[config.mk]
export PLATFORM = sky130hd
export DESIGN_NAME = insn_fold_queue
export DESIGN_NICKNAME = d
export VERILOG_FILES = /design/src/rtl/fold_pkg.sv /design/src/rtl/fq_accept.sv /design/src/rtl/fq_store.sv /design/src/rtl/fq_branch.sv /design/src/rtl/insn_fold_queue.sv
export SDC_FILE = /design/constraint.sdc
export NUM_CORES = 1
export LEC_CHECK = 0
export BUFFER_PORTS_ARGS = -buffer_cell sky130_fd_sc_hd__buf_2
export CORE_ASPECT_RATIO = 0.6
export CORE_MARGIN = 2
export CORE_UTILIZATION = 55
export CTS_CLUSTER_SIZE = 28
export DETAILED_ROUTE_END_ITERATION = 6
export PLACE_DENSITY_LB_ADDON = 0.15
export SLEW_MARGIN = 20
export SYNTH_ARGS = -nofsm -noshare
export SYNTH_HDL_FRONTEND = slang
export SYNTH_HIERARCHICAL = 1
export SYNTH_SLANG_ARGS = --single-unit
[constraint.sdc]
create_clock -name clk -period 8.9 [get_ports clk]
set_input_delay 0.445 -clock clk [delete_from_list [all_inputs] [get_ports clk]]
set_output_delay 0.445 -clock clk [all_outputs]
set_load 0.1 [all_outputs]
[src/rtl/fold_pkg.sv]
package fold_pkg;
  typedef enum logic [1:0] {
    ROOM_NONE = 2'd0,
    ROOM_ONE  = 2'd1,
    ROOM_TWO  = 2'd2
  } room_t;
endpackage

[src/rtl/fq_accept.sv]
module fq_accept
  import fold_pkg::*;
#(
  parameter int DEPTH = 4,
  localparam int CW = $clog2(DEPTH + 1)
) (
  input  logic          clk,
  input  logic          rst,
  input  logic [CW-1:0] count,
  input  logic          flush,
  input  logic          pred_taken,
  input  logic          side_free,
  input  logic [1:0]    valid,
  input  logic [1:0]    br,
  input  logic [1:0]    cond,
  output room_t         room,
  output logic [1:0]    take,
  output logic          st0,
  output logic          st1,
  output logic          ld,
  output logic          ld_sel,
  output logic          ld_taken
);
  logic [CW-1:0] free_n;
  logic          tk0, t0, t1, ld0, ld1;

  always_comb begin
    free_n = CW'(DEPTH) - count;
    if (free_n >= CW'(2))      room = ROOM_TWO;
    else if (free_n == CW'(1)) room = ROOM_ONE;
    else                       room = ROOM_NONE;
    tk0 = br[0] && (!cond[0] || pred_taken);
    t0  = !flush && valid[0] && (room != ROOM_NONE) && (!br[0] || side_free);
    t1  = t0 && valid[1] && (tk0 || ((room == ROOM_TWO) && (!br[1] || side_free)));
    take = {t1, t0};
    st0 = t0 && !br[0];
    st1 = t1 && !br[1] && !tk0;
    ld0 = t0 && br[0];
    ld1 = t1 && br[1] && !tk0;
    ld  = ld0 || ld1;
    ld_sel = !ld0;
    ld_taken = ld_sel ? (!cond[1] || pred_taken) : (!cond[0] || pred_taken);
  end

  a_r3_pair_order: assert property (@(posedge clk) disable iff (rst) take[1] |-> take[0]);
  a_r2_no_grant_when_full: assert property (@(posedge clk) disable iff (rst)
    (count == CW'(DEPTH)) |-> !take[0]);
  a_r10_flush_blocks: assert property (@(posedge clk) disable iff (rst) flush |-> take == 2'b00);
endmodule

[src/rtl/fq_store.sv]
module fq_store #(
  parameter int DEPTH = 4,
  parameter int IW = 32,
  parameter int AW = 32,
  localparam int CW = $clog2(DEPTH + 1),
  localparam int PW = $clog2(DEPTH),
  localparam int EW = IW + AW
) (
  input  logic          clk,
  input  logic          rst,
  input  logic          flush,
  input  logic          st0,
  input  logic          st1,
  input  logic [EW-1:0] d0,
  input  logic [EW-1:0] d1,
  input  logic          pop,
  output logic          head_valid,
  output logic [EW-1:0] head,
  output logic [CW-1:0] count
);
  logic [EW-1:0] mem [DEPTH];
  logic [PW-1:0] wp, rp;
  logic [1:0]    nw;
  logic          do_pop;
  logic [EW-1:0] first;

  assign nw     = {1'b0, st0} + {1'b0, st1};
  assign do_pop = pop && head_valid && !flush;
  assign first  = st0 ? d0 : d1;

  always_ff @(posedge clk) begin
    if (!flush && nw != 2'd0) mem[wp] <= first;
    if (!flush && nw == 2'd2) mem[wp + PW'(1)] <= d1;
  end

  always_ff @(posedge clk) begin
    if (rst || flush) begin
      wp <= '0;
      rp <= '0;
      count <= '0;
    end else begin
      wp <= wp + PW'(nw);
      if (do_pop) rp <= rp + PW'(1);
      count <= count + CW'(nw) - CW'(do_pop);
    end
  end

  assign head_valid = (count != '0);
  assign head = mem[rp];

  a_r11_no_overflow: assert property (@(posedge clk) disable iff (rst) count <= CW'(DEPTH));
  a_r10_flush_empties: assert property (@(posedge clk) disable iff (rst) flush |=> count == '0);
  a_r9_single_pop: assert property (@(posedge clk) disable iff (rst)
    (!flush && nw == 2'd0 && do_pop) |=> count == $past(count) - CW'(1));
endmodule

[src/rtl/fq_branch.sv]
module fq_branch #(
  parameter int AW = 32
) (
  input  logic          clk,
  input  logic          rst,
  input  logic          flush,
  input  logic          ld,
  input  logic [AW-1:0] ld_pc,
  input  logic [AW-1:0] ld_tgt,
  input  logic          ld_taken,
  input  logic          ready,
  output logic          side_free,
  output logic          bp_valid,
  output logic [AW-1:0] bp_pc,
  output logic [AW-1:0] bp_tgt,
  output logic          bp_taken,
  output logic          redir_valid,
  output logic [AW-1:0] redir_pc
);
  assign side_free = !bp_valid || ready;

  always_ff @(posedge clk) begin
    if (rst || flush) begin
      bp_valid <= 1'b0;
      redir_valid <= 1'b0;
    end else begin
      if (ld) bp_valid <= 1'b1;
      else if (ready) bp_valid <= 1'b0;
      redir_valid <= ld && ld_taken;
    end
    if (ld) begin
      bp_pc <= ld_pc;
      bp_tgt <= ld_tgt;
      bp_taken <= ld_taken;
      redir_pc <= ld_tgt;
    end
  end

  a_r8_hold: assert property (@(posedge clk) disable iff (rst)
    (bp_valid && !ready && !flush) |=> (bp_valid && $stable(bp_pc) && $stable(bp_tgt)));
  a_r7_redirect_matches: assert property (@(posedge clk) disable iff (rst)
    redir_valid |-> (bp_valid && bp_taken && redir_pc == bp_tgt));
endmodule

[src/rtl/insn_fold_queue.sv]
module insn_fold_queue
  import fold_pkg::*;
#(
  parameter int DEPTH = 4,
  parameter int IW = 32,
  parameter int AW = 32
) (
  input  logic            clk,
  input  logic            rst,
  input  logic            pred_taken,
  input  logic            flush,
  input  logic [1:0]      fetch_valid,
  input  logic [1:0]      fetch_br,
  input  logic [1:0]      fetch_cond,
  input  logic [2*IW-1:0] fetch_insn,
  input  logic [2*AW-1:0] fetch_pc,
  input  logic [2*AW-1:0] fetch_tgt,
  output logic [1:0]      fetch_room,
  output logic [1:0]      fetch_take,
  output logic            disp_valid,
  input  logic            disp_ready,
  output logic [IW-1:0]   disp_insn,
  output logic [AW-1:0]   disp_pc,
  output logic            br_valid,
  input  logic            br_ready,
  output logic [AW-1:0]   br_pc,
  output logic [AW-1:0]   br_tgt,
  output logic            br_taken,
  output logic            redir_valid,
  output logic [AW-1:0]   redir_pc
);
  localparam int CW = $clog2(DEPTH + 1);
  localparam int EW = IW + AW;

  logic [CW-1:0] count;
  logic          side_free, st0, st1, ld, ld_sel, ld_taken;
  room_t         room;
  logic [EW-1:0] head;

  fq_accept #(.DEPTH(DEPTH)) u_acc (
    .clk(clk), .rst(rst), .count(count), .flush(flush), .pred_taken(pred_taken),
    .side_free(side_free), .valid(fetch_valid), .br(fetch_br), .cond(fetch_cond),
    .room(room), .take(fetch_take), .st0(st0), .st1(st1), .ld(ld), .ld_sel(ld_sel),
    .ld_taken(ld_taken)
  );

  assign fetch_room = room;

  fq_store #(.DEPTH(DEPTH), .IW(IW), .AW(AW)) u_store (
    .clk(clk), .rst(rst), .flush(flush), .st0(st0), .st1(st1),
    .d0({fetch_pc[AW-1:0], fetch_insn[IW-1:0]}),
    .d1({fetch_pc[2*AW-1:AW], fetch_insn[2*IW-1:IW]}),
    .pop(disp_ready), .head_valid(disp_valid), .head(head), .count(count)
  );

  assign disp_insn = head[IW-1:0];
  assign disp_pc   = head[EW-1:IW];

  fq_branch #(.AW(AW)) u_br (
    .clk(clk), .rst(rst), .flush(flush), .ld(ld),
    .ld_pc(ld_sel ? fetch_pc[2*AW-1:AW] : fetch_pc[AW-1:0]),
    .ld_tgt(ld_sel ? fetch_tgt[2*AW-1:AW] : fetch_tgt[AW-1:0]),
    .ld_taken(ld_taken), .ready(br_ready), .side_free(side_free),
    .bp_valid(br_valid), .bp_pc(br_pc), .bp_tgt(br_tgt), .bp_taken(br_taken),
    .redir_valid(redir_valid), .redir_pc(redir_pc)
  );

  a_r4_branch_not_stored: assert property (@(posedge clk) disable iff (rst)
    (fetch_take[0] && fetch_br[0] && !fetch_take[1] && !disp_ready) |=> $stable(count));
  a_r6_squash_slot1: assert property (@(posedge clk) disable iff (rst)
    (fetch_take[0] && fetch_br[0] && !fetch_cond[0] && !disp_ready) |=> $stable(count));
endmodule

==> impl_metrics.csv <==
group,metric,value,unit
status,outcome,"completed",
placement,hpwl,23500,microns
sta,rsz0062_at_grt,"false",
worst_setup_path,start_kind,"register",
yosys,yosys.area.top_type,"edfxtp_1",
pwr,p_switching,0.000986,W
clock_network,root_buffer,"clkbuf_16",
yosys,netlist_top_cells_area,"edfxtp_1, mux2_2, mux4_2",
sta,setup_viol,0,
job,max_cap_viol_count,0,
sta,worst_pin_slew,1140,ps
pwr,clkPwrFrac,36.3,%
clock_network,cts_tree,"yes",
route,wl_per_cell,23.3,microns
yosys,synth_top_area_share,58.5,%
clock_network,cts_max_path_buffers,3,
die,dieArea,31400,sq um
die,die_width,228,microns
worst_setup_path,arrival,4810,ps
global_route,grt_pass1_wl,58800,microns
sta,tns,0,ps
route,viasPerCell,5.62,
global_route,grt_start_max_net_pins,65,
yosys,synth_flop_cell,"edfxtp_1",
sta,max_slew_margin,23.8,%
final_layout,multi_input_area,5950,sq um
placement,place.gp.congestion,0.769,
final_layout,final_cell_mix,"buf_2, edfxtp_1, mux2_2",
yosys,synth-edff-count,321,
hold_path,hold_class,"input pin to register",
global_route,antenna_found_initial,6,
placement,port_buffers,371,
global_route,gr-usage-all-layers,24.6,%
yosys,ys_seq_area_share,59.8,%
yosys,syn_inst,885,
sta,report.final.slew_viol_count,0,
yosys,ys_types,45,
worst_setup_path,end_kind,"register",
die,start_util,55.4,%
final_layout,layoutNonFillerInstCount,1659,
final_layout,synthToLayoutAreaGrowth,17.5,%
yosys,postSynthAreaPerCell,18.6,sq um
clock_network,holdBufCountCts,0,
route,drc,0,
final_layout,seq_area,9870,sq um
clock_network,clk_pin_slew,70,ps
final_layout,final_core_util,65.2,%
final_layout,final_common_cell,"buf_2",
die,pin_count,372,
route,routed_wl,38700,microns
yosys,syn_nets,1100,
worst_setup_path,crit_required,9160,ps
sta,fmax,220,MHz
yosys,syn-cell-area,16500,sq um
clock_network,clock-sinks,332,
die,core,29700,sq um
clock_network,cts_setup_buffers,0,
final_layout,fin_nets,1439,
pwr,p_leak,7.28,nW
pwr,power_density,190,nW/um^2
yosys,yosysWarnings,6,
sta,finalCritPeriodShare,51.1,%
final_layout,layout-drive-gt1-share,64.9,%
pwr,cellInternalPower,0.00270,W
route,ant_nets,0,
clock_network,htreeDepth,2,
pwr,pwr-share-seq,48.0,%
clock_network,clock_latency,520,ps
die,core.rowCount,49,
pwr,switching_share,26.8,%
pwr,vdd_drop_max,0.162,mV
final_layout,fillers,2111,
global_route,grt_pass1_vias,9828,
route,drt_first_pass_iters,5,
sta,fin_skew,11.2,ps
sta,period_minus_slack,4550,ps
clock_network,cts_resized,0,
global_route,grt-ovfl-total,0,
worst_setup_path,critPathMaxFanout,38,
pwr,combPwrFrac,15.7,%
yosys,ys_ff_latch,332,
route,drt_iter0_markers,605,
die,die-height,138,microns
placement,place_inst,1596,
worst_setup_path,worstSetupPathType,"register to register",
yosys,synth-async-reset-ratio,0,%
sta,hold_viol_final,0,
clock_network,cts_buffers,34,
route,vias,9328,
-- worst max-delay path: stages, from the launching register on --
cell,delay (ps)
dfxtp_1,430
inv_1,100
ha_1,240
xor2_2,330
o21ai_0,190
nor2_1,740
ha_1,440
nand2b_4,110
o31ai_4,210
buf_4,460
buf_4,610
mux2_2,420
-- through the flow --
stage                     power [W]  worst slack [ps]  hold WS (ps)  instance area (sq um)
after global placement      0.00237              4540           543                  18300
after floorplan             0.00225              2050           510                  16500
after global routing        0.00380              4130           213                  19400
after CTS                   0.00372              4340           201                  19400
after detailed placement    0.00238              4360           543                  18300
final                       0.00369              4350           224                  19400
-- synth_stat cells, drive strengths merged, types with 2 or more instances --
cell type and count:
nor3 10, mux4 64, xnor2 4, o21ai 4, nor2 5, edfxtp 321, ha 10, dfxtp 11
buf 74, and2 5, a21oi 3, xor2 3, nand2 3, inv 15, nor2b 3, or3 2
mux2 320, clkbuf 8, nand2b 4, o31ai 3
-- registers in the layout (all words and copies together), names as in the netlist, named ones only --
| name | cells |
|---|---|
| u_br/bp_taken | 1 |
| u_br/bp_valid | 1 |
| u_br/redir_pc | 32 |
| u_store/wp | 2 |
| u_br/redir_valid | 1 |
| u_store/count | 3 |
| u_store/rp | 2 |
| u_store/mem | 256 |
| u_br/bp_pc | 32 |
-- per-layer routing --
metal / track usage (%) / vias to the layer above / routed length, microns
met5: 0 / - / 37
met4: 4.92 / 6 / 514
met3: 5.04 / 53 / 2230
met2: 40.0 / 263 / 18800
met1: 34.9 / 4800 / 17100
li1: - / 4206 / -
-- area by class of cell --
type                       instances  area share (%)
multi-input combinational        456            30.7
inverter                          15           0.291
timing repair buffer             385            10.1
sequential                       332            50.9
tap                              408            2.63
clock inverter                    14           0.323
clock buffer                      46            4.95
antenna                            3          0.0387
-- worst paths after layout --
kind / depth (start not counted) / to / slack [ps] / startpoint
worst max-delay path: 11 / u_store/mem[1][40]$_DFFE_PP_ / 4350 / u_store/count[0]$_SDFF_PP0_
worst min-delay path: 2 / u_store/count[1]$_SDFF_PP0_ / 220 / rst
worst max register to register: 11 / u_store/mem[1][40]$_DFFE_PP_ / 4350 / u_store/count[0]$_SDFF_PP0_
worst min register to register: 2 / register / 550 / u_store/rp[1]$_SDFFE_PP0P_
-- power groups by stage --
stage,logic [W],registers [W],clock network (W)
CTS,0.000579,0.00177,0.00137
detailed placement,0.000577,0.00180,0
global route,0.000604,0.00177,0.00143
floorplan,0.000349,0.00190,0
finish,0.000577,0.00177,0.00134
global placement,0.000570,0.00180,0
-- logic make-up (layout without fill, tap and decap cells) --
logic type	Yosys count	in the layout	synth area share, %
multiplexers	385	385	32.0
flip-flops	332	332	59.8
other	0	3	0
buffers and inverters	97	460	4.43
adder cells (fa/ha/maj)	11	11	0.880
XOR/XNOR	7	7	0.417
AND/OR/NAND/NOR	35	35	1.31
AO/OA/AOI/OAI	18	18	1.12
No activity file was read; power rests on OpenSTA's default activity.
